File: src/rtl/tbase_pkg.sv
package tbase_pkg;

    typedef enum logic [1:0] {
        MODE_UP     = 2'd0,
        MODE_DOWN   = 2'd1,
        MODE_CENTER = 2'd2
    } cnt_mode_e;

    typedef struct packed {
        logic fire;     // an update event is accepted this cycle
        logic flag_set; // the flag should be raised this cycle
    } upd_ctl_t;

    function automatic cnt_mode_e pick_mode(input logic center, input logic down);
        if (center)    return MODE_CENTER;
        else if (down) return MODE_DOWN;
        else           return MODE_UP;
    endfunction

    function automatic upd_ctl_t decide_update(input logic wrap, input logic sw,
                                               input logic block, input logic quiet);
        upd_ctl_t r;
        r.fire     = (wrap | sw) & ~block;
        r.flag_set = r.fire & ~(sw & quiet);
        return r;
    endfunction

endpackage

File: src/rtl/tbase_prescaler.sv
module tbase_prescaler #(
    parameter int PSC_W = 16
) (
    input  logic             clk,
    input  logic             rst,
    input  logic             run,
    input  logic             wr_en,
    input  logic [PSC_W-1:0] wr_val,
    input  logic             load,
    input  logic             restart,
    output logic             tick
);
    logic [PSC_W-1:0] held_q;
    logic [PSC_W-1:0] active_q;
    logic [PSC_W-1:0] phase_q;

    assign tick = run && (phase_q == active_q);

    always_ff @(posedge clk) begin
        if (rst) begin
            held_q   <= '0;
            active_q <= '0;
            phase_q  <= '0;
        end else begin
            if (wr_en)
                held_q <= wr_val;
            if (load)
                active_q <= wr_en ? wr_val : held_q;
            if (restart || tick)
                phase_q <= '0;
            else if (run)
                phase_q <= phase_q + 1'b1;
        end
    end
endmodule

File: src/rtl/tbase_reload.sv
module tbase_reload #(
    parameter int              CNT_W   = 16,
    parameter logic [CNT_W-1:0] RST_VAL = '1
) (
    input  logic             clk,
    input  logic             rst,
    input  logic             buffered,
    input  logic             wr_en,
    input  logic [CNT_W-1:0] wr_val,
    input  logic             load,
    output logic [CNT_W-1:0] limit
);
    logic [CNT_W-1:0] held_q;
    logic [CNT_W-1:0] active_q;

    assign limit = active_q;

    always_ff @(posedge clk) begin
        if (rst) begin
            held_q   <= RST_VAL;
            active_q <= RST_VAL;
        end else begin
            if (wr_en)
                held_q <= wr_val;
            if (wr_en && !buffered)
                active_q <= wr_val;
            else if (load)
                active_q <= wr_en ? wr_val : held_q;
        end
    end
endmodule

File: src/rtl/tbase_counter.sv
module tbase_counter
    import tbase_pkg::*;
#(
    parameter int CNT_W = 16
) (
    input  logic             clk,
    input  logic             rst,
    input  cnt_mode_e        mode,
    input  logic             tick,
    input  logic             sw_restart,
    input  logic             wr_en,
    input  logic [CNT_W-1:0] wr_val,
    input  logic [CNT_W-1:0] limit,
    output logic [CNT_W-1:0] cnt,
    output logic             dir_down,
    output logic             wrap
);
    logic [CNT_W-1:0] cnt_q;
    logic             dir_q;
    logic             at_top;
    logic             at_bot;

    assign cnt      = cnt_q;
    assign dir_down = dir_q;
    assign at_top   = (cnt_q >= limit);
    assign at_bot   = (cnt_q == '0);

    always_comb begin
        unique case (mode)
            MODE_DOWN:   wrap = tick && at_bot;
            MODE_CENTER: wrap = tick && (dir_q ? at_bot : at_top);
            default:     wrap = tick && at_top;
        endcase
    end

    always_ff @(posedge clk) begin
        if (rst) begin
            cnt_q <= '0;
            dir_q <= 1'b0;
        end else begin
            if (mode != MODE_CENTER)
                dir_q <= (mode == MODE_DOWN);

            if (sw_restart) begin
                cnt_q <= (mode == MODE_DOWN) ? limit : '0;
                if (mode == MODE_CENTER)
                    dir_q <= 1'b0;
            end else if (wr_en) begin
                cnt_q <= wr_val;
                if (mode == MODE_CENTER) begin
                    if (wr_val == '0)
                        dir_q <= 1'b0;
                    else if (wr_val == limit)
                        dir_q <= 1'b1;
                end
            end else if (tick) begin
                unique case (mode)
                    MODE_DOWN:
                        cnt_q <= at_bot ? limit : cnt_q - 1'b1;
                    MODE_CENTER: begin
                        if (!dir_q) begin
                            if (at_top) begin
                                cnt_q <= (limit == '0) ? '0 : limit - 1'b1;
                                dir_q <= 1'b1;
                            end else begin
                                cnt_q <= cnt_q + 1'b1;
                            end
                        end else begin
                            if (at_bot) begin
                                cnt_q <= (limit == '0) ? '0 : {{(CNT_W-1){1'b0}}, 1'b1};
                                dir_q <= 1'b0;
                            end else begin
                                cnt_q <= cnt_q - 1'b1;
                            end
                        end
                    end
                    default:
                        cnt_q <= at_top ? '0 : cnt_q + 1'b1;
                endcase
            end
        end
    end
endmodule

File: src/rtl/tbase_core.sv
module tbase_core
    import tbase_pkg::*;
#(
    parameter int               CNT_W      = 16,
    parameter int               PSC_W      = 16,
    parameter logic [CNT_W-1:0] RELOAD_RST = '1
) (
    input  logic             clk,
    input  logic             rst,
    input  logic             cfg_run,
    input  logic             cfg_down,
    input  logic             cfg_center,
    input  logic             cfg_upd_block,
    input  logic             cfg_sw_quiet,
    input  logic             cfg_arr_buffered,
    input  logic             psc_wr_en,
    input  logic [PSC_W-1:0] psc_wr_val,
    input  logic             arr_wr_en,
    input  logic [CNT_W-1:0] arr_wr_val,
    input  logic             cnt_wr_en,
    input  logic [CNT_W-1:0] cnt_wr_val,
    input  logic             sw_upd,
    input  logic             flag_clr,
    output logic [CNT_W-1:0] cnt_o,
    output logic             dir_down_o,
    output logic             tick_o,
    output logic             upd_evt_o,
    output logic             upd_flag_o
);
    logic             run_q;
    logic             tick;
    logic             wrap;
    logic [CNT_W-1:0] limit;
    cnt_mode_e        mode;
    upd_ctl_t         ctl;
    logic             evt_q;
    logic             flag_q;

    assign mode = pick_mode(cfg_center, cfg_down);
    assign ctl  = decide_update(wrap, sw_upd, cfg_upd_block, cfg_sw_quiet);

    tbase_prescaler #(.PSC_W(PSC_W)) psc_i (
        .clk     (clk),
        .rst     (rst),
        .run     (run_q),
        .wr_en   (psc_wr_en),
        .wr_val  (psc_wr_val),
        .load    (ctl.fire),
        .restart (sw_upd),
        .tick    (tick)
    );

    tbase_reload #(.CNT_W(CNT_W), .RST_VAL(RELOAD_RST)) rld_i (
        .clk      (clk),
        .rst      (rst),
        .buffered (cfg_arr_buffered),
        .wr_en    (arr_wr_en),
        .wr_val   (arr_wr_val),
        .load     (ctl.fire),
        .limit    (limit)
    );

    tbase_counter #(.CNT_W(CNT_W)) cnt_i (
        .clk        (clk),
        .rst        (rst),
        .mode       (mode),
        .tick       (tick),
        .sw_restart (sw_upd),
        .wr_en      (cnt_wr_en),
        .wr_val     (cnt_wr_val),
        .limit      (limit),
        .cnt        (cnt_o),
        .dir_down   (dir_down_o),
        .wrap       (wrap)
    );

    always_ff @(posedge clk) begin
        if (rst) begin
            run_q  <= 1'b0;
            evt_q  <= 1'b0;
            flag_q <= 1'b0;
        end else begin
            run_q <= cfg_run;
            evt_q <= ctl.fire;
            if (ctl.flag_set)
                flag_q <= 1'b1;
            else if (flag_clr)
                flag_q <= 1'b0;
        end
    end

    assign tick_o     = tick;
    assign upd_evt_o  = evt_q;
    assign upd_flag_o = flag_q;
endmodule

File: config.mk
export PLATFORM = sky130hd
export DESIGN_NAME = tbase_core
export DESIGN_NICKNAME = d
export VERILOG_FILES = /design/src/rtl/tbase_pkg.sv /design/src/rtl/tbase_prescaler.sv /design/src/rtl/tbase_reload.sv /design/src/rtl/tbase_counter.sv /design/src/rtl/tbase_core.sv
export SDC_FILE = /design/constraint.sdc
export NUM_CORES = 1
export LEC_CHECK = 0
export ABC_AREA = 1
export BUFFER_PORTS_ARGS = -buffer_cell sky130_fd_sc_hd__buf_2
export CORE_ASPECT_RATIO = 1.75
export CORE_UTILIZATION = 55
export CTS_CLUSTER_DIAMETER = 80
export DETAILED_ROUTE_END_ITERATION = 8
export PLACE_DENSITY = 0.73
export REMOVE_ABC_BUFFERS = 1
export SYNTH_ARGS = -nofsm -noshare
export SYNTH_HDL_FRONTEND = slang
export SYNTH_SLANG_ARGS = --single-unit
File: constraint.sdc
create_clock -name clk -period 2.55 [get_ports clk]
set_clock_uncertainty 0.1 [all_clocks]
set_input_delay 0.765 -clock clk [delete_from_list [all_inputs] [get_ports clk]]
set_output_delay 0.765 -clock clk [all_outputs]
set_load 0.02 [all_outputs]
Yosys cells after proc, flatten, opt, wreduce, memory -nomap -nowiden
Cells that the tools add are included.

Bits in registers: 100. Bits of input ports: 61. Output and inout port bits: 20. Logic and storage cells: 74.

Add/subtract/negate cells: 4. Magnitude comparators: 1. Eq/ne operators: 5. Mux-type cells: 34. Bitwise gates (word level): 6. Reduce and logical (&&, ||, !) cells: 14.

Operators with widths (number): 16-bit 2-to-1 mux (14); 16-bit logical NOT (3); 16-bit by 1-bit adder with 16-bit output, second input constant (2); 16-bit == test (2); 16-bit case mux with 2 select lines (1); 16-bit by 1-bit subtractor with 16-bit output, second input constant (2); 1-bit 2-to-1 mux (17); 16-bit greater-or-equal comparator (1); 1-bit logical AND (5); 2-bit nonzero test (2); 1-bit AND (3); 3-bit nonzero test (1); 2-bit by 1-bit == test with 1-bit output, second input constant (1); 2-bit == test, second input constant (1); 2-bit 2-to-1 mux (1); 2-bit inequality test, second input constant (1); 1-bit NOT (2); 1-bit case mux with 2 select lines (1); 2-bit OR reduction (1); 1-bit logical NOT (1); 1-bit logical OR (1); 1-bit bitwise OR (1).

Logic depth before layout (Yosys ltp)
Word-level depth: 10. Mapped depth: 22.

Modules after synthesis
From an unflattened synthesis, not the netlist that was laid out.

Cell total of the unflattened synthesis: 1276. Area, all modules: 7813.7 µm².

Modules (own cells, without submodules): tbase_counter (instances 1, cells each 745, area each 3978.8 µm²); tbase_prescaler (instances 1, cells each 353, area each 2438.6 µm²); tbase_reload (instances 1, cells each 159, area each 1262.5 µm²); tbase_core (instances 1, cells each 19, area each 133.9 µm²).

Least setup slack after synthesis
Ideal clock, no wire load.

Path kind: register -> register. Start: reg cnt_i.cnt_q[0] (netlist: cnt_i.cnt[0]). End: reg rld_i.active_q[10] (netlist: rld_i.limit[10]). Library setup time: 0.134 ns. Arrival time: 2.151 ns. Required time: 2.316 ns. Slack: 0.165 ns. Cell stages (with the launch flop): 19. Path buffers: 2. Period minus slack after synthesis: 2.385 ns. Cells stage by stage: dfxtp_1 > buf_2 > inv_2 > ha_1 > nand4_1 > nor2_1 > nor2_1 > nand2_1 > nand2_1 > nand2_1 > inv_2 > nand2_1 > nand3_2 > nand2_4 > nand2_8 > nand2_4 > buf_6 > nand2_1 > nand3_1.

Word-level cells in the longest chain between the ends: 7. Elaborated cells on any way between the ends: 10. Those cells by class: order compare: 1; mux: 2; bitwise: 2; reduce/logical: 5.

RTL lines: from (decl) (RTL line tbase_counter.sv:18) `logic [CNT_W-1:0] cnt_q;`; from (signal assigned) (RTL line tbase_counter.sv:45) `cnt_q <= (mode == MODE_DOWN) ? limit : '0;`; from (signal assigned) (RTL line tbase_counter.sv:49) `cnt_q <= wr_val;`; from (signal assigned) (RTL line tbase_counter.sv:59) `cnt_q <= at_bot ? limit : cnt_q - 1'b1;`; 16-bit greater-or-equal comparator or 16-bit logical NOT (tied branches) (RTL line tbase_counter.sv:25, tbase_counter.sv:26); 1-bit 2-to-1 mux (RTL line tbase_counter.sv:31) `MODE_CENTER: wrap = tick && (dir_q ? at_bot : at_top);`; 1-bit logical AND (RTL line tbase_counter.sv:31); 1-bit case mux with 2 select lines (*) (RTL line tbase_counter.sv:29) `unique case (mode)`; 1-bit bitwise OR (*) (RTL line tbase_pkg.sv:23) `r.fire = (wrap | sw) & ~block;`; 1-bit AND (*) (RTL line tbase_pkg.sv:23); 2-bit nonzero test (no source line) (*); to (signal assigned) (RTL line tbase_reload.sv:26) `active_q <= wr_val;`; to (signal assigned) (RTL line tbase_reload.sv:28) `active_q <= wr_en ? wr_val : held_q;`; to (decl) (RTL line tbase_reload.sv:14) `logic [CNT_W-1:0] active_q;`.

Every way passes the cells marked *; elsewhere a longest branch is shown, timed or not. A chain may end at the register's enable or synchronous reset.

Final worst setup path
Start: reg psc_i.phase_q[1]. End: out tick_o.

Word-level cells in the longest chain between the ends: 2.

RTL lines: from (decl) (RTL line tbase_prescaler.sv:15) `logic [PSC_W-1:0] phase_q;`; from (signal assigned) (RTL line tbase_prescaler.sv:32) `phase_q <= phase_q + 1'b1;`; 16-bit == test (RTL line tbase_prescaler.sv:17) `assign tick = run && (phase_q == active_q);`; 1-bit logical AND (RTL line tbase_prescaler.sv:17); to (decl) (RTL line tbase_core.sv:26) `output logic tick_o,`.

Every way passes these cells.

==> impl_table.tex <==
\begin{tabular}{lr}
\hline
Metric & Value \\
\hline
\multicolumn{2}{l}{\textbf{Outcome}} \\
Result of the run & complete, no violations \\
\multicolumn{2}{l}{\textbf{Setup path}} \\
Worst R2R Start & rld\_i.limit[13] \\
Kind of critical path & flip-flop to output port \\
Crit start category & flip-flop \\
Flop2flop setup slack & 0.14 ns \\
CP Capture Type & output port \\
Reg-to-reg critical path endpoint & cnt\_i.cnt[12] \\
Biggest fanout along the worst timing path & 3 \\
Required time worst endpoint & 1.69 ns \\
Max stage delay on crit path & 0.36 ns \\
Cell count of the worst reg-to-reg path & 14 \\
Chain of cells forming the critical path & inv\_1 > nand2\_1 > nand2\_1 > nor2\_1 > nand3b\_1 > nor2\_1 > nand3\_2 > inv\_2 > buf\_6 \\
Cell with the largest stage delay on the worst path & sky130\_fd\_sc\_hd\_\_dfxtp\_2 \\
Crit path DAT & 1.66 ns \\
\multicolumn{2}{l}{\textbf{Placed design}} \\
Final estimated routing congestion in global placement & 1.01 \\
HPWL reported at the end of detailed placement & 20000 um \\
Area post-placement & 8110 um2 \\
Port Buffers & 80 \\
\multicolumn{2}{l}{\textbf{Timing}} \\
Rel. slew slack & 53.6\% \\
Period utilization & 99.1\% \\
Top achievable clock speed & 0.396 GHz \\
Slew at the pin closest to its max-slew limit & 0.695 ns \\
Final-report hold violation count & 0 \\
Unrepaired setup endpoints after global routing & yes \\
Final critical delay including setup and external delays & 2.53 ns \\
Final-report setup violation count & 0 \\
Final number of max-transition violations & 0 \\
\multicolumn{2}{l}{\textbf{Worst hold path}} \\
Worst min-delay path endpoint & rld\_i.held\_q[1] \\
Worst hold path stage count & 2 \\
Type of the tightest min-delay check & flip-flop to flip-flop \\
Hold\_sp & rld\_i.held\_q[1] \\
\multicolumn{2}{l}{\textbf{Clocking}} \\
Number of buffers added by the clock tree synthesis step & 9 \\
CTS Root Cell & sky130\_fd\_sc\_hd\_\_clkbuf\_16 \\
Maximum count of clock buffers along a single path & 2 \\
TritonCTS clock tree & yes \\
H-tree lvl count & 3 \\
Clock edge transition at the registers on the reported setup and hold paths & 0.08 ns \\
Count of clock tree sinks & 100 \\
Insertion delay of the later-clocked pin in the worst-skew pair & 0.35 ns \\
\multicolumn{2}{l}{\textbf{Routing}} \\
Average via count per standard cell & 5.59 \\
Wire length after detailed routing & 26000 um \\
Total vias in the final route & 8090 \\
Remaining DRCs & 0 \\
Routed WL per cell & 17.9 um \\
Pre-Repair DR Iteration Count & 6 \\
Initial drt markers & 699 \\
Number of antenna-violating nets in the routed design & 0 \\
\multicolumn{2}{l}{\textbf{Synth}} \\
Cell area after synthesis & 7230 um2 \\
Post-synthesis instance total & 1159 \\
Post-synthesis sequential element count & 100 \\
Leading post-synthesis cells by cell area & sky130\_fd\_sc\_hd\_\_dfxtp\_1, sky130\_fd\_sc\_hd\_\_nand2\_1, sky130\_fd\_sc\_hd\_\_nor2\_1 \\
Synth Warn \# & 0 \\
Top-area cell type share of the netlist area & 27.7\% \\
Count of distinct cell types in the synthesized netlist & 44 \\
Share of synthesized area occupied by flip-flops and latches & 27.7\% \\
Leading area contributor after synthesis & sky130\_fd\_sc\_hd\_\_dfxtp\_1 \\
Synth Area per Inst & 6.24 um2 \\
\multicolumn{2}{l}{\textbf{Pwr}} \\
Maximum vdd drop & 0.612 mV \\
Pwr/cell area & 519 nW/um2 \\
Overall power consumption & 4.45 mW \\
Leakage power & 4.26 nW \\
\multicolumn{2}{l}{\textbf{Floorplan}} \\
Area of the core & 12900 um2 \\
Die Area & 13600 um2 \\
Chip height & 154 um \\
Number of standard-cell rows in the floorplan & 55 \\
Width of the die & 88.7 um \\
Starting density of the core & 56.2\% \\
Top Ports & 81 \\
\multicolumn{2}{l}{\textbf{Global routing}} \\
GRT Residual Overflow & 0 \\
Initial antenna violation count & 1 \\
Global-route wire length before repair & 40300 um \\
Combined global-route utilization of all metal layers & 40.1\% \\
Vias in the first global route & 7850 \\
Maximum number of pins on one net before global-route repair & 35 \\
\multicolumn{2}{l}{\textbf{Cells and area}} \\
Most common cell after layout, fill and taps aside & sky130\_fd\_sc\_hd\_\_nand2\_1 \\
Final antenna diode count & 0 \\
Fillers & 1236 \\
Post-synthesis to final-layout area growth & 18.5\% \\
Top library cells by usage in the layout, fill and taps aside & sky130\_fd\_sc\_hd\_\_nand2\_1, sky130\_fd\_sc\_hd\_\_nor2\_1, sky130\_fd\_sc\_hd\_\_nand3\_1 \\
Net count reported at finish & 1355 \\
Final Instance Area & 8570 um2 \\
Fraction of final layout cells sized beyond drive strength 1 & 19.7\% \\
\multicolumn{2}{l}{\textbf{Run}} \\
Max-cap violation count & 0 \\
\hline
\end{tabular}
## final cells by class
| type | count | area [um2] | share of cell area [%] |
|---|---|---|---|
| flip-flops and latches | 100 | 2030 | 23.7 |
| clock buffers | 9 | 225 | 2.63 |
| clock inverters | 7 | 83.8 | 0.978 |
| multi-input cells | 890 | 4570 | 53.3 |
| repair buffers | 157 | 1000 | 11.7 |
| inverters | 114 | 448 | 5.22 |
| well taps | 171 | 214 | 2.50 |
## worst max-delay path, delay by kind of cell (launching register included)
family / cells / cell delay, ns
buf+inv: 3 / 0.34
flops: 1 / 0.36
simple gates: 6 / 0.61
## how the worst max path moves through the flow
stage | start | endpoint | slack (ns) | cells after the start
floorplan | cnt_i.cnt[0] | psc_i.active_q[0] | -0.13 | 17
global placement | cfg_center | cnt_i.dir_down | 0.12 | 12
detailed placement | cfg_center | rld_i.limit[8] | 0.13 | 12
CTS | psc_i.active_q[13] | tick_o | 0.004 | 9
global route | psc_i.phase_q[7] | tick_o | -0.06 | 9
finish | psc_i.phase_q[1] | tick_o | 0.02 | 9
## layer usage
layer / part of all wire [%] / up-vias / track usage (%) / wire, um
met3: 6.9 / 152 / 9.18 / 1790
met4: 10 / 0 / 34.4 / 2590
met5: 0 / - / 0 / 0
met2: 49 / 369 / 67.8 / 12800
met1: 34 / 3624 / 39.8 / 8740
li1: - / 3945 / - / -
## power breakdown
part	leakage (nW)	internal (mW)	switching [mW]
registers	0.832	1.66	0.0759
logic	3.27	0.479	0.842
clock network	0.152	0.707	0.685
total	4.26	2.84	1.60
## cells by family after synthesis
logic type	synth area share, %
compound gates	9.93
xor+xnor	6.30
fa+ha+maj	3.80
buf+inv	9.89
flops	27.7
mux	2.21
simple gates	40.2
## synth_stat cells
cell	instances
sky130_fd_sc_hd__a21oi_1	58
sky130_fd_sc_hd__o211ai_1	3
sky130_fd_sc_hd__o221ai_1	1
sky130_fd_sc_hd__clkinv_1	1
sky130_fd_sc_hd__a31oi_1	2
sky130_fd_sc_hd__nand2_8	1
sky130_fd_sc_hd__o21bai_1	1
sky130_fd_sc_hd__nor4_1	3
sky130_fd_sc_hd__o21ai_0	43
sky130_fd_sc_hd__or2_2	5
sky130_fd_sc_hd__nor3_1	20
sky130_fd_sc_hd__nor2_4	1
sky130_fd_sc_hd__buf_1	2
sky130_fd_sc_hd__nor2_1	172
sky130_fd_sc_hd__nor3_4	1
sky130_fd_sc_hd__inv_1	98
sky130_fd_sc_hd__nand4_2	1
sky130_fd_sc_hd__nor2_2	8
sky130_fd_sc_hd__o21ai_1	5
sky130_fd_sc_hd__xor2_1	42
sky130_fd_sc_hd__a22oi_1	15
sky130_fd_sc_hd__buf_6	6
sky130_fd_sc_hd__o21a_1	2
sky130_fd_sc_hd__nand3b_1	3
sky130_fd_sc_hd__nand2_2	6
sky130_fd_sc_hd__inv_2	14
sky130_fd_sc_hd__nor3_2	5
sky130_fd_sc_hd__nor3b_1	2
sky130_fd_sc_hd__mux2i_1	16
sky130_fd_sc_hd__nand4_1	21
sky130_fd_sc_hd__or2_1	2
sky130_fd_sc_hd__nand3_2	3
sky130_fd_sc_hd__buf_4	3
sky130_fd_sc_hd__nor4_2	1
sky130_fd_sc_hd__xnor2_1	10
sky130_fd_sc_hd__nand2_1	315
sky130_fd_sc_hd__o311ai_1	1
sky130_fd_sc_hd__buf_2	16
sky130_fd_sc_hd__inv_6	1
sky130_fd_sc_hd__clkbuf_1	28
sky130_fd_sc_hd__nand2_4	2
sky130_fd_sc_hd__nand3_1	97
sky130_fd_sc_hd__dfxtp_1	100
sky130_fd_sc_hd__ha_1	22
## registers in the layout, summed over array words and instances, names as in the netlist
name,count
cnt_i.cnt,16
cnt_i.dir_down,1
psc_i.active_q,16
rld_i.limit,16
rld_i.held_q,16
run_q,1
upd_evt_o,1
psc_i.held_q,16
psc_i.phase_q,16
upd_flag_o,1
## what timing repair did
action,4_1_cts,5_1_grt
hold buffers,0,0
hold endpoints to repair,0,0
buffers inserted,0,6
setup endpoints to repair,1,47
pin swaps,0,8
gates resized for setup,8,38
## through the flow
step | setup TNS (ns) | util (%) | instances | setup slack (ns) | hold WS (ns)
global placement | 0 | 63.0 | 1426 | 0.124 | 0.333
detailed placement | 0 | 63.0 | 1426 | 0.130 | 0.338
CTS | 0 | 65.5 | 1442 | 0.00355 | 0.356
floorplan | -3.74 | - | 1104 | -0.135 | 0.324
global route | -0.0970 | 66.6 | 1448 | -0.0625 | 0.380
finish | 0 | 66.6 | 1448 | 0.0225 | 0.354
Note: power is estimated with default switching activity, not from simulation.
